## src/rtl/mains_clock_pkg.sv

```systemverilog
package mains_clock_pkg;

    localparam int NUM_PRE    = 4;
    localparam int SEG_W      = 7;
    localparam int GLYPH_ROWS = 10;

    localparam int MU_POS = 10;
    localparam int MT_POS = 6;
    localparam int HU_POS = 10;
    localparam int HT_POS = 3;

    localparam int HU_LAST_LOW  = 9;
    localparam int HU_LAST_HIGH = 3;
    localparam int HT_HIGH      = 2;

    typedef logic [SEG_W-1:0] seg_t;

    typedef struct packed {
        seg_t ht;
        seg_t hu;
        seg_t mt;
        seg_t mu;
    } disp_t;

    function automatic int pre_div(input int idx);
        case (idx)
            0: return 10;
            1: return 10;
            2: return 10;
            default: return 3;
        endcase
    endfunction

    function automatic seg_t glyph(input int pos);
        case (pos)
            0: return 7'h3F;
            1: return 7'h06;
            2: return 7'h5B;
            3: return 7'h4F;
            4: return 7'h66;
            5: return 7'h6D;
            6: return 7'h7D;
            7: return 7'h07;
            8: return 7'h7F;
            default: return 7'h6F;
        endcase
    endfunction

    function automatic seg_t ring_to_seg(input logic [GLYPH_ROWS-1:0] ring);
        seg_t acc;
        acc = '0;
        for (int p = 0; p < GLYPH_ROWS; p++) begin
            acc = acc | ({SEG_W{ring[p]}} & glyph(p));
        end
        return acc;
    endfunction

endpackage

```

## src/rtl/edge_sync.sv

```systemverilog
module edge_sync #(
    parameter int STAGES = 2
) (
    input  logic clk,
    input  logic rst,
    input  logic async_i,
    output logic rise_o
);
    logic [STAGES-1:0] sync_q;
    logic              prev_q;

    always_ff @(posedge clk) begin
        if (rst) begin
            sync_q <= '0;
            prev_q <= 1'b0;
        end else begin
            sync_q <= {sync_q[STAGES-2:0], async_i};
            prev_q <= sync_q[STAGES-1];
        end
    end

    assign rise_o = sync_q[STAGES-1] & ~prev_q;
endmodule

```

## src/rtl/prescale_stage.sv

```systemverilog
module prescale_stage #(
    parameter int DIV = 10
) (
    input  logic clk,
    input  logic rst,
    input  logic en_i,
    output logic carry_o
);
    localparam int CW = (DIV > 1) ? $clog2(DIV) : 1;
    localparam logic [CW-1:0] LAST = CW'(DIV - 1);

    logic [CW-1:0] cnt_q;
    logic          at_last;

    assign at_last = (cnt_q == LAST);
    assign carry_o = en_i & at_last;

    always_ff @(posedge clk) begin
        if (rst) begin
            cnt_q <= '0;
        end else if (en_i) begin
            cnt_q <= at_last ? '0 : cnt_q + 1'b1;
        end
    end
endmodule

```

## src/rtl/ring_digit.sv

```systemverilog
module ring_digit #(
    parameter int N = 10
) (
    input  logic                 clk,
    input  logic                 rst,
    input  logic                 adv_i,
    input  logic [$clog2(N)-1:0] last_i,
    output logic [N-1:0]         ring_o,
    output logic                 wrap_o
);
    localparam logic [N-1:0] HOME = N'(1);

    logic [N-1:0] ring_q;
    logic         legal;
    logic         at_last;

    assign legal   = (ring_q != '0) && ((ring_q & (ring_q - 1'b1)) == '0);
    assign at_last = ring_q[last_i];
    assign wrap_o  = adv_i & legal & at_last;
    assign ring_o  = ring_q;

    always_ff @(posedge clk) begin
        if (rst) begin
            ring_q <= HOME;
        end else if (adv_i) begin
            if (!legal || at_last) begin
                ring_q <= HOME;
            end else begin
                ring_q <= {ring_q[N-2:0], 1'b0};
            end
        end
    end
endmodule

```

## src/rtl/mains_clock.sv

```systemverilog
module mains_clock
    import mains_clock_pkg::*;
(
    input  logic       clk,
    input  logic       rst,
    input  logic       mains_tick,
    input  logic       set_min,
    input  logic       set_hour,
    output logic [6:0] seg_ht,
    output logic [6:0] seg_hu,
    output logic [6:0] seg_mt,
    output logic [6:0] seg_mu,
    output logic       ppm
);
    localparam int MUW = $clog2(MU_POS);
    localparam int MTW = $clog2(MT_POS);
    localparam int HUW = $clog2(HU_POS);
    localparam int HTW = $clog2(HT_POS);

    logic tick_pulse;
    logic min_press;
    logic hour_press;

    edge_sync u_tick_sync (.clk(clk), .rst(rst), .async_i(mains_tick), .rise_o(tick_pulse));
    edge_sync u_min_sync  (.clk(clk), .rst(rst), .async_i(set_min),    .rise_o(min_press));
    edge_sync u_hour_sync (.clk(clk), .rst(rst), .async_i(set_hour),   .rise_o(hour_press));

    logic [NUM_PRE:0] pre_en;
    assign pre_en[0] = tick_pulse;

    for (genvar g = 0; g < NUM_PRE; g++) begin : g_pre
        prescale_stage #(.DIV(pre_div(g))) u_stage (
            .clk    (clk),
            .rst    (rst),
            .en_i   (pre_en[g]),
            .carry_o(pre_en[g+1])
        );
    end

    assign ppm = pre_en[NUM_PRE];

    logic [MU_POS-1:0] mu_ring;
    logic [MT_POS-1:0] mt_ring;
    logic [HU_POS-1:0] hu_ring;
    logic [HT_POS-1:0] ht_ring;
    logic mu_wrap, mt_wrap, hu_wrap, ht_wrap;
    logic clock_minute;
    logic hu_adv;
    logic [HUW-1:0] hu_last;

    assign clock_minute = ppm & ~min_press;
    assign hu_adv       = (mt_wrap & clock_minute) | hour_press;
    assign hu_last      = ht_ring[HT_HIGH] ? HUW'(HU_LAST_HIGH) : HUW'(HU_LAST_LOW);

    ring_digit #(.N(MU_POS)) u_mu (
        .clk(clk), .rst(rst), .adv_i(ppm | min_press),
        .last_i(MUW'(MU_POS - 1)), .ring_o(mu_ring), .wrap_o(mu_wrap)
    );

    ring_digit #(.N(MT_POS)) u_mt (
        .clk(clk), .rst(rst), .adv_i(mu_wrap),
        .last_i(MTW'(MT_POS - 1)), .ring_o(mt_ring), .wrap_o(mt_wrap)
    );

    ring_digit #(.N(HU_POS)) u_hu (
        .clk(clk), .rst(rst), .adv_i(hu_adv),
        .last_i(hu_last), .ring_o(hu_ring), .wrap_o(hu_wrap)
    );

    ring_digit #(.N(HT_POS)) u_ht (
        .clk(clk), .rst(rst), .adv_i(hu_wrap),
        .last_i(HTW'(HT_POS - 1)), .ring_o(ht_ring), .wrap_o(ht_wrap)
    );

    disp_t disp;

    always_comb begin
        disp.mu = ring_to_seg(GLYPH_ROWS'(mu_ring));
        disp.mt = ring_to_seg(GLYPH_ROWS'(mt_ring));
        disp.hu = ring_to_seg(GLYPH_ROWS'(hu_ring));
        disp.ht = ring_to_seg(GLYPH_ROWS'(ht_ring));
    end

    assign seg_ht = disp.ht;
    assign seg_hu = disp.hu;
    assign seg_mt = disp.mt;
    assign seg_mu = disp.mu;

    logic unused_wrap;
    assign unused_wrap = ht_wrap;
endmodule

```

## config.mk

```make
export PLATFORM = sky130hd
export DESIGN_NAME = mains_clock
export DESIGN_NICKNAME = d
export VERILOG_FILES = /design/src/rtl/mains_clock_pkg.sv /design/src/rtl/edge_sync.sv /design/src/rtl/prescale_stage.sv /design/src/rtl/ring_digit.sv /design/src/rtl/mains_clock.sv
export SDC_FILE = /design/constraint.sdc
export NUM_CORES = 1
export LEC_CHECK = 0
export ABC_AREA = 1
export ABC_CLOCK_PERIOD_IN_PS = 2200
export BUFFER_PORTS_ARGS = -buffer_cell sky130_fd_sc_hd__buf_4
export CAP_MARGIN = 25
export CORE_ASPECT_RATIO = 1.75
export CORE_UTILIZATION = 35
export DETAILED_ROUTE_END_ITERATION = 10
export PLACE_DENSITY_LB_ADDON = 0.15
export SLEW_MARGIN = 20
export SYNTH_ARGS = -nofsm -noshare
export SYNTH_HDL_FRONTEND = slang
export SYNTH_SLANG_ARGS = --single-unit
```

## constraint.sdc

```tcl
create_clock -name clk -period 2.2 [get_ports clk]
set_input_delay 0.22 -clock clk [delete_from_list [all_inputs] [get_ports clk]]
set_output_delay 0.22 -clock clk [all_outputs]
set_load 0.02 [all_outputs]
```

* Word level (Yosys, flattened, before mapping) *
Index checks and enable logic that the tools add are counted.
Widths: inputs -> output; s select.

word-level totals
  bits of input ports = 5
  word-level logic and storage cells = 108
  flip-flop bits (word level) = 52

operators by class
  equality and inequality tests = 4
  reductions and logical operators = 20
  bitwise gates (word level) = 50
  order comparisons = 1
  add/sub/neg operators = 8
  mux-type cells = 11

operator list
  kind                   count
  $or 7x7->7             17
  $or 6x3->6             4
  $and 10x10->10         2
  $logic_not 10->1       2
  $mux 10                2
  $reduce_bool 10->1     2
  $sub 10x1->10 const B  2
  $mux 4                 4
  $and 1x1->1            15
  $or 6x7->7             2
  $or 7x3->7             2
  $add 4x1->4 const B    3
  $eq 4x4->1 const B     3
  $and 6x6->6            1
  $logic_not 6->1        1
  $mux 6                 1
  $reduce_bool 6->1      1
  $sub 6x1->6 const B    1
  $lt 4x5->1 const B     1
  $bmux 1 s4             1
  $logic_and 1x1->1      4
  $logic_not 1->1        4
  $logic_or 1x1->1       4
  $not 1->1              4
  other kinds (10)       11

* Logic depth before layout (Yosys ltp) *
Gate-level depths: netlist of run 1.

  depth after elaboration = 15
  mapped depth = 13
  mapped depth without buffers = 12

* Hierarchy *
Synthesis of run 1 repeated with hierarchy kept, for this count alone.

unflattened totals
  cells, all modules = 549
  area, all modules = 3259.4 um^2

by module, submodules not included
  module                                 times used  area each (um^2)  sequential area each (um^2)  cells an instance
  ring_digit (u_hu ...)                  2           683.2             200.2                        123
  prescale_stage (g_pre[0].u_stage ...)  3           185.2             80.1                         27
  mains_clock                            1           397.9             0.0                          81
  ring_digit (u_mt)                      1           386.6             120.1                        63
  edge_sync                              3           86.3              60.1                         10
  ring_digit (u_ht)                      1           202.7             60.1                         34
  prescale_stage (g_pre[3].u_stage)      1           91.3              40.0                         14

* Least setup slack after synthesis of run 1 *
No wires, ideal clock.

  path kind = register to register
  start = register u_tick_sync.sync_q[1]
  end = register u_ht.ring_q[0] (netlist: u_ht.ring_o[0])
  required time = 2067 ps
  setup time = 133 ps
  slack = 615 ps
  buffers on the path = 1
  data arrival time = 1452 ps
  stages on the path, launching flop included = 13
  cells stage by stage = dfxtp_1 inv_2 nor2_2 inv_2 nor2_4 nand4_4 a21oi_4 nand3_2 nand2_4 buf_6 nand2_1 nand2_1 nand3_1

between the ends
  cells in the longest elaborated chain, start to end = 14

ends and longest elaborated chain
  element                      RTL line              text
  start: declaration           edge_sync.sv:9        logic [STAGES-1:0] sync_q;
  start signal: assignment     edge_sync.sv:17       sync_q <= {sync_q[STAGES-2:0], async_i};
  $and 1x1->1 *                edge_sync.sv:22       assign rise_o = sync_q[STAGES-1] & ~prev_q;
  $and 1x1->1 * (4 in series)  prescale_stage.sv:16  assign carry_o = en_i & at_last;
  $or 1x1->1                   mains_clock.sv:56     .clk(clk), .rst(rst), .adv_i(ppm | min_press),
  $and 1x1->1 (4 in series)    ring_digit.sv:19      assign wrap_o = adv_i & legal & at_last;
  $and 1x1->1 *                mains_clock.sv:52     assign hu_adv = (mt_wrap & clock_minute) | hour_press;
  $or 1x1->1 *                 mains_clock.sv:52
  $and 1x1->1 * (2 in series)  ring_digit.sv:19
  end signal: assignment       ring_digit.sv:29      ring_q <= {ring_q[N-2:0], 1'b0};
  end: declaration             ring_digit.sv:13      logic [N-1:0] ring_q;

Mark *: on every way between the ends. The rest lies on a longest branch, timed or not.
A chain may end at the register's enable or synchronous reset.

* Final worst setup path of run 1 *
  start = register u_hu.ring_q[5] (netlist: u_hu.ring_o[5])
  end = output port seg_hu[2]

between the ends
  cells in the longest elaborated chain, start to end = 5

ends and longest elaborated chain
  element                   RTL line               text
  start: declaration        ring_digit.sv:13
  start signal: assignment  ring_digit.sv:29
  $or 7x7->7 (2 in series)  mains_clock_pkg.sv:53  acc = acc | ({SEG_W{ring[p]}} & glyph(p));
  $or 7x3->7                mains_clock_pkg.sv:53
  $or 7x7->7 (2 in series)  mains_clock_pkg.sv:53
  end: declaration          mains_clock.sv:10      output logic [6:0] seg_hu,

No other way between the ends.

==> results of run 1 <==
## registers in the layout (all words and copies together) (netlist names)
signal               count
u_tick_sync.prev_q       1
u_hu.ring_o             10
u_ht.ring_o              3
g_pre.u_stage.cnt_q     14
u_tick_sync.sync_q       2
u_hour_sync.prev_q       1
u_min_sync.prev_q        1
u_mu.ring_o             10
u_mt.ring_o              6
u_hour_sync.sync_q       2
u_min_sync.sync_q        2
## layer usage
metal	GRT usage	routed length, um
met1	0.169	2490
met4	0.0791	128
met5	0	0
met2	0.283	2990
met3	0.0287	213
## placed cells by master (no fill, tap or decap), types with 2 or more instances in the layout
master / instances
buf_4: 35
a211oi_1: 3
nand3_1: 32
inv_1: 59
nor2_4: 5
o21ai_0: 30
clkbuf_16: 5
nand2_1: 68
or2_2: 4
inv_2: 3
dfxtp_1: 52
nor3_1: 5
nor2_2: 6
o211ai_1: 4
nor2_1: 71
nand4_1: 8
a21oi_1: 23
o21ai_1: 5
a31oi_1: 2
## power by group
| group | internal, mW | switching, mW | total [mW] |
|---|---|---|---|
| clock network | 0.535 | 0.344 | 0.879 |
| logic | 0.111 | 0.199 | 0.311 |
| registers | 0.969 | 0.0271 | 0.996 |
## metrics by stage
step           std cells  hold slack [ns]  cell area, sq um
6_report             525            0.130              3210
4_1_cts              525            0.119              3210
3_3_place_gp         517            0.394              3040
3_5_place_dp         517            0.396              3040
5_1_grt              525            0.125              3210
2_1_floorplan        409            0.327              2740
## critical path, cell delays in order (launching register included)
cell and delay [ns]:
dfxtp_1 0.34, nor2_1 0.18, inv_1 0.08, nor2_1 0.20, nand2_1 0.12, or4_1 0.45
buf_4 0.18
## how the worst max path moves through the flow
stage	to	cells after the start
after floorplan	u_ht.ring_o[0]$_SDFFE_PP1P_	12
after global placement	u_hu.ring_o[1]$_SDFFE_PP0P_	12
after detailed placement	u_hu.ring_o[5]$_SDFFE_PP0P_	12
after CTS	seg_hu[2]	6
after global routing	seg_hu[2]	6
final	seg_hu[2]	6
## final cells by class
type,count,area [sq um]
multi-input cells,279,1370
flip-flops and latches,52,1040
clock inverters,3,42.5
repair buffers,36,283
well taps,88,110
inverters,62,233
clock buffers,5,125
fillers,819,4360
## cells by family after synthesis
kind of cell / Yosys count
AND/OR/NAND/NOR: 207
buffers and inverters: 78
AO/OA/AOI/OAI: 72
flip-flops: 52
==> impl_metrics.json, run 1 <==
{
  "ioPinCount": 34,
  "die_area_sq_um": 8190,
  "num_rows": 42,
  "tritoncts": "built",
  "die-height_um": 119,
  "grt_antenna_before_repair": 0,
  "numCtsBuffers": 5,
  "numPortBuffers": 33,
  "synth-simple-area-share": 0.354,
  "start_util": 0.362,
  "ys_types": 34,
  "startpoint": "u_hu.ring_o[5]$_SDFFE_PP0P_",
  "r2r_start": "u_mu.ring_o[0]$_SDFFE_PP1N_",
  "layout_setup_ws_ns": 0.146,
  "area_growth_pct": 17.1,
  "tightest_slew_ns": 0.525,
  "ctsHtreeMaxLevel": 2,
  "synthArstFlopShare": 0,
  "rsz0062_at_grt": "no",
  "clockRootBuffer": "clkbuf_16",
  "drive_gt1_frac": 0.156,
  "yosys.area_share.xor_xnor": 0,
  "pre_cts_ws_ns": 0.299,
  "status": "complete, no violations",
  "synthCells": 409,
  "cts_setup_buffers": 0,
  "period_share": 0.934,
  "holdCritStartpoint": "set_hour",
  "cts_resized": 0,
  "synth_top_area_cell": "dfxtp_1",
  "crit_path_start_kind": "flop",
  "wl_per_cell_um": 11.1,
  "ys.flop_type": "dfxtp_1",
  "route.detailed.drc": 0,
  "synth_top_area_frac": 0.380,
  "synth_compound_area_frac": 0.147,
  "first_pass_iters": 4,
  "muxShareOfSynthArea": 0,
  "place.gp.congestion": 0.862,
  "grt_max_degree": 25,
  "tns_ns": 0,
  "clock_skew_ns": 0.00294,
  "dieWidth_um": 68.8,
  "max_freq_mhz": 487,
  "fin_util": 0.424,
  "dp_hpwl_um": 4350,
  "crit_path_end_kind": "output pin",
  "synth.net_count": 414,
  "cts_hold_buf": 0,
  "netlist_area_sq_um": 2740,
  "r2r_setup_slack_ns": 0.27,
  "synth-seq-cells": 52,
  "maxCapViolations": 0,
  "hold_path_depth": 3,
  "clkSinkCount": 52,
  "overflow": 0,
  "syn_avg_cell_area_sq_um": 6.69,
  "ir_drop_v": 0.000452,
  "max_slew_margin": 0.649,
  "layout.nets": 441,
  "grt_pass1_vias": 2412,
  "leakage_nw": 1.40,
  "ys_top_cells_by_area": "dfxtp_1 38%, nor2_1 9.7%, nand2_1 9.3%, inv_1 8.1%, nand3_1 5.9%",
  "setup_viol": 0,
  "finalCriticalPeriod_ns": 2.05,
  "ant_nets": 0,
  "crit_type": "flop to output pin",
  "synth_common_cells": "71 x nor2_1, 68 x nand2_1, 59 x inv_1, 52 x dfxtp_1, 32 x nand3_1",
  "required_ns": 1.98,
  "synth_most_common_cell": "nor2_1",
  "path_clk_slew_ns": 0.07,
  "hold_end": "u_hour_sync.sync_q[0]$_SDFF_PP0_",
  "crit_path_max_fanout": 4,
  "synth_top_family_by_area": "simple AND/OR/NAND/NOR gates",
  "vias_per_cell": 4.93,
  "drt_iter0_drc": 88,
  "clock_path_buffers": 2,
  "postRouteWirelength_um": 5830,
  "worst_ep_arrival_time_ns": 1.83,
  "finalHoldViolations": 0,
  "seq_area_frac_synth": 0.380,
  "via_count": 2587,
  "n_antenna_cell": 0,
  "clk_latency_ns": 0.29,
  "synth_edf_count": 0,
  "grt_use_total": 0.159,
  "ys_warn_count": 0,
  "synthAdderAreaFrac": 0,
  "total_power_mw": 2.19,
  "core-area_sq_um": 7570,
  "grt_pass1_wl_um": 9990,
  "rr_worst_depth": 12,
  "finalMaxSlewViolations": 0,
  "hp-class": "primary input to flop",
  "r2r_end": "u_hu.ring_o[5]$_SDFFE_PP0P_",
  "p_per_area_nw_per_um2": 682
}
Power figures use the tool's default switching activity.
==> run 2, diff against run 1 <==
--- a/config.mk
+++ b/config.mk
@@ -13,6 +13,7 @@
 export CORE_UTILIZATION = 35
 export DETAILED_ROUTE_END_ITERATION = 10
 export PLACE_DENSITY_LB_ADDON = 0.15
+export RECOVER_POWER = 100
 export SLEW_MARGIN = 20
 export SYNTH_ARGS = -nofsm -noshare
 export SYNTH_HDL_FRONTEND = slang
==> impl_metrics.json, run 2 (synthesis results as in run 1) <==
{
  "status": "complete, no violations",
  "required_ns": 1.98,
  "leakage_nw": 1.31,
  "numPortBuffers": 33,
  "numCtsBuffers": 5,
  "wl_per_cell_um": 11.1,
  "area_growth_pct": 13.4,
  "finalCriticalPeriod_ns": 2.06,
  "ctsHtreeMaxLevel": 2,
  "crit_type": "flop to output pin",
  "startpoint": "u_hu.ring_o[5]$_SDFFE_PP0P_",
  "layout.nets": 441,
  "final_cell_mix": "72 x nor2_1, 68 x nand2_1, 60 x inv_1",
  "cts_hold_buf": 0,
  "finalMaxSlewViolations": 0,
  "grt_pass1_vias": 2412,
  "core-area_sq_um": 7570,
  "postLayoutCellArea_sq_um": 3100,
  "max_slew_margin": 0.510,
  "pwr-share-clk": 0.405,
  "cts_resized": 0,
  "drt_iter0_drc": 96,
  "p_comb_frac": 0.136,
  "worst_ep_arrival_time_ns": 1.84,
  "largest_reg_flops": 14,
  "path_clk_slew_ns": 0.07,
  "max_freq_mhz": 486,
  "dp_hpwl_um": 4350,
  "cp_slowest_cell": "or4_1",
  "drive_gt1_frac": 0.0915,
  "n_antenna_cell": 0,
  "stdcell_count": 525,
  "clkSinkCount": 52,
  "period_share": 0.936,
  "cts_setup_buffers": 0,
  "ant_nets": 0,
  "p_switching_mw": 0.570,
  "crit_path_start_kind": "flop",
  "maxCapViolations": 0,
  "path_cells": "nor2_1 > inv_1 > nor2_1 > nand2_1 > or4_1 > clkbuf_2",
  "die-height_um": 119,
  "grt_max_degree": 25,
  "clockRootBuffer": "clkbuf_16",
  "grt_use_total": 0.159,
  "first_pass_iters": 4,
  "grt_pass1_wl_um": 9990,
  "overflow": 0,
  "setup_viol": 0,
  "hp-class": "primary input to flop",
  "holdCritStartpoint": "set_hour",
  "r2r_end": "u_hu.ring_o[9]$_SDFFE_PP0P_",
  "clock_skew_ns": 0.00280,
  "cp.depth": 6,
  "cpPeakStageDelay_ns": 0.45,
  "final_common_cell": "nor2_1",
  "total_power_mw": 2.17,
  "crit_path_end_kind": "output pin",
  "clk_latency_ns": 0.29,
  "via_count": 2591,
  "placedCellCount": 517,
  "postRouteWirelength_um": 5820,
  "swShare": 0.263,
  "tns_ns": 0,
  "dpl_cell_area_sq_um": 3040,
  "r2r_setup_slack_ns": 0.25,
  "crit_family": "simple AND/OR/NAND/NOR gates",
  "vias_per_cell": 4.94,
  "die_area_sq_um": 8190,
  "tritoncts": "built",
  "crit_path_max_fanout": 4,
  "route.detailed.drc": 0,
  "num_rows": 42,
  "hold_end": "u_hour_sync.sync_q[0]$_SDFF_PP0_",
  "grt_antenna_before_repair": 0,
  "r2r_start": "u_hu.ring_o[2]$_SDFFE_PP0P_",
  "tightest_slew_ns": 0.736,
  "rsz0062_at_grt": "no",
  "top_register": "g_pre.u_stage.cnt_q",
  "start_util": 0.362,
  "finalHoldViolations": 0,
  "p_per_area_nw_per_um2": 699,
  "fill_cells": 842,
  "rr_worst_depth": 9,
  "ir_drop_v": 0.000453,
  "dieWidth_um": 68.8,
  "path_buf_inv": 2,
  "internal_power_mw": 1.60,
  "ioPinCount": 34,
  "place.gp.congestion": 0.862,
  "clock_path_buffers": 2,
  "crit_top_cell": "nor2_1",
  "pwr-share-seq": 0.459,
  "fin_util": 0.410,
  "hold_path_depth": 3
}
run 2: worst reg2reg max path, cell delays in order (launching register included):
cell	delay, ns
dfxtp_1	0.33
nor2_1	0.28
nand2_1	0.18
nor2_4	0.15
o21ai_0	0.09
nor2_1	0.20
nand4_2	0.28
o21ai_1	0.20
nand2_1	0.08
nor2_1	0.08
run 2: routing by layer:
layer	wire (um)	GRT usage	vias up	part of all wire
met5	0	0	-	0
met1	2490	0.169	1172	0.43
met3	214	0.0287	10	0.037
met4	128	0.0791	0	0.022
met2	2990	0.283	47	0.51
li1	-	-	1362	-
run 2: worst max path at each step:
stage and endpoint:
4_1_cts seg_hu[2], 3_3_place_gp u_hu.ring_o[1]$_SDFFE_PP0P_, 5_1_grt u_hu.ring_o[9]$_SDFFE_PP0P_, 6_report seg_hu[2], 3_5_place_dp u_hu.ring_o[5]$_SDFFE_PP0P_, 2_1_floorplan u_ht.ring_o[0]$_SDFFE_PP1P_
run 2: power by group through the flow:
stage	sequential, mW	clock (mW)	combinational [mW]
after floorplan	1.01	0	0.231
after global placement	1.02	0	0.313
after detailed placement	1.02	0	0.312
after CTS	0.995	0.922	0.313
after global routing	0.999	0.954	0.331
final	0.995	0.879	0.294
run 2: through the flow:
step,setup WS [ns],hold WS (ns)
2_1_floorplan,0.615,0.327
3_3_place_gp,0.335,0.394
3_5_place_dp,0.299,0.396
4_1_cts,0.119,0.119
5_1_grt,0.0301,0.125
6_report,0.141,0.130
run 2: cell type report:
type                            count  area (sq um)  share of cell area
Inverter                           62           233              0.0750
Clock inverter                      3          42.5              0.0137
Clock buffer                        5           125              0.0403
Timing Repair Buffer               36           183              0.0589
Tap cell                           88           110              0.0355
Multi-Input combinational cell    279          1370               0.441
Sequential cell                    52          1040               0.335
==> run 3, diff against run 2 <==
--- a/config.mk
+++ b/config.mk
@@ -6,9 +6,9 @@
 export NUM_CORES = 1
 export LEC_CHECK = 0
 export ABC_AREA = 1
-export ABC_CLOCK_PERIOD_IN_PS = 2200
+export ABC_CLOCK_PERIOD_IN_PS = 1700
 export BUFFER_PORTS_ARGS = -buffer_cell sky130_fd_sc_hd__buf_4
-export CAP_MARGIN = 25
+export CAP_MARGIN = 20
 export CORE_ASPECT_RATIO = 1.75
 export CORE_UTILIZATION = 35
 export DETAILED_ROUTE_END_ITERATION = 10
==> constraint.sdc (replaced) <==
create_clock -name clk -period 1.7 [get_ports clk]
set_input_delay 0.17 -clock clk [delete_from_list [all_inputs] [get_ports clk]]
set_output_delay 0.17 -clock clk [all_outputs]
set_load 0.02 [all_outputs]
==> impl_metrics.json, run 3 (synthesis results as in run 1) <==
{
  "status": "finished, violations left",
  "violations": "negative setup slack",
  "crit_family": "simple AND/OR/NAND/NOR gates",
  "grt_use_total": 0.181,
  "layout_setup_ws_ns": -0.118,
  "whs_ns": 0.0778,
  "start_util": 0.362,
  "p_per_area_nw_per_um2": 719,
  "tns_ns": -1.41,
  "period_share": 1.07,
  "wl_per_cell_um": 11.7,
  "tritoncts": "built",
  "clockRootBuffer": "clkbuf_16",
  "rsz0062_at_grt": "yes",
  "numPortBuffers": 33,
  "ctsHtreeMaxLevel": 2,
  "finalCriticalPeriod_ns": 1.82,
  "leakage_nw": 1.75,
  "ioPinCount": 34,
  "crit_path_start_kind": "flop",
  "vias_per_cell": 4.86,
  "path_clk_slew_ns": 0.06,
  "drive_gt1_frac": 0.379,
  "crit_path_max_fanout": 8,
  "core-area_sq_um": 7570,
  "final_common_cell": "buf_4",
  "n_antenna_cell": 0,
  "area_growth_pct": 46.5,
  "die_area_sq_um": 8190,
  "via_count": 2931,
  "numCtsBuffers": 5,
  "worst_ep_arrival_time_ns": 2.00,
  "finalHoldViolations": 0,
  "first_pass_iters": 4,
  "grt_antenna_before_repair": 0,
  "cpPeakStageDelay_ns": 0.33,
  "maxCapViolations": 0,
  "path_buf_inv": 1,
  "ir_drop_v": 0.000609,
  "crit_path_end_kind": "flop",
  "layout.nets": 520,
  "hp-class": "primary input to flop",
  "clock_skew_ns": 0.00465,
  "largest_reg_flops": 14,
  "final_cell_mix": "82 x buf_4, 59 x nand2_1, 57 x nor2_1",
  "num_rows": 42,
  "clkSinkCount": 52,
  "dp_hpwl_um": 4930,
  "finalMaxSlewViolations": 0,
  "dieWidth_um": 68.8,
  "grt_max_degree": 30,
  "setup_viol": 23,
  "route.detailed.drc": 0,
  "drt_iter0_drc": 118,
  "die-height_um": 119,
  "place.gp.congestion": 0.861,
  "crit_type": "flop to flop",
  "postRouteWirelength_um": 7030,
  "max_slew_margin": 0.445,
  "required_ns": 1.88,
  "clock_path_buffers": 2,
  "overflow": 0,
  "clk_latency_ns": 0.29,
  "top_register": "g_pre.u_stage.cnt_q",
  "ant_nets": 0,
  "grt_pass1_wl_um": 11500,
  "path_cells": "nor2_4 > nand2_2 > nand2_2 > nand2_1 > a21oi_2 > nand2_1 > nor2_4 > nand3_4 > nand2_8 > clkinvlp_4 > nor2_1 > nor2_1",
  "max_freq_mhz": 550,
  "tightest_slew_ns": 0.832,
  "grt_pass1_vias": 2732,
  "cp_slowest_cell": "dfxtp_2"
}
[run 3: cell type report]
class,instances,area [sq um]
Fill cell,779,3560
Multi-Input combinational cell,279,1610
Sequential cell,52,1060
Timing Repair Buffer,115,857
Inverter,62,239
Clock buffer,5,125
Tap cell,88,110
Clock inverter,2,12.5
[run 3: stage by stage]
| stage | worst slack [ns] | area [sq um] | power [mW] | cells | utilization |
|---|---|---|---|---|---|
| 3_3_place_gp | -0.0987 | 3490 | 1.81 | 575 | 0.461 |
| 6_report | -0.118 | 4010 | 2.88 | 603 | 0.530 |
| 4_1_cts | -0.0820 | 3820 | 2.87 | 595 | 0.505 |
| 3_5_place_dp | -0.136 | 3490 | 1.81 | 575 | 0.461 |
| 2_1_floorplan | 0.115 | 2740 | 1.61 | 409 | - |
| 5_1_grt | -0.268 | 4010 | 3.02 | 603 | 0.530 |
[run 3: tightest hold or removal path: cells and delay by family]
| family | cells | cell delay [ns] |
|---|---|---|
| buffers and inverters | 2 | 0.10 |
| and+or+nand+nor | 1 | 0.06 |
[run 3: repair_timing]
item	in CTS	in global routing
pin swaps	22	31
setup buffers	13	9
gates resized for setup	42	60
hold buffers	0	0
setup endpoints to repair	21	40
[run 3: power breakdown]
part / internal (mW) / leakage [nW] / switching [mW]
Clock: 0.535 / 0.0657 / 0.442
Combinational: 0.279 / 1.26 / 0.341
Sequential: 1.25 / 0.426 / 0.0291
[run 3: path summary, 6_finish.rpt]
| path | start | endpoint | slack, ns | cells past startpoint |
|---|---|---|---|---|
| worst min register to register | u_hour_sync.sync_q[0]$_SDFF_PP0_ | u_hour_sync.sync_q[1]$_SDFF_PP0_ | 0.40 | 2 |
| worst min-delay path | set_hour | u_hour_sync.sync_q[0]$_SDFF_PP0_ | 0.08 | 3 |
| worst max register to register | u_mu.ring_o[0]$_SDFFE_PP1N_ | u_hu.ring_o[6]$_SDFFE_PP0P_ | -0.12 | 12 |
| worst max-delay path | u_mu.ring_o[0]$_SDFFE_PP1N_ | u_hu.ring_o[6]$_SDFFE_PP0P_ | -0.12 | 12 |
[run 3: layer usage]
layer	track usage	up-vias	routed length, um
met5	0	-	0
met2	0.320	55	3740
met1	0.201	1335	2910
met3	0.0259	14	196
met4	0.0842	0	182
li1	-	1527	-
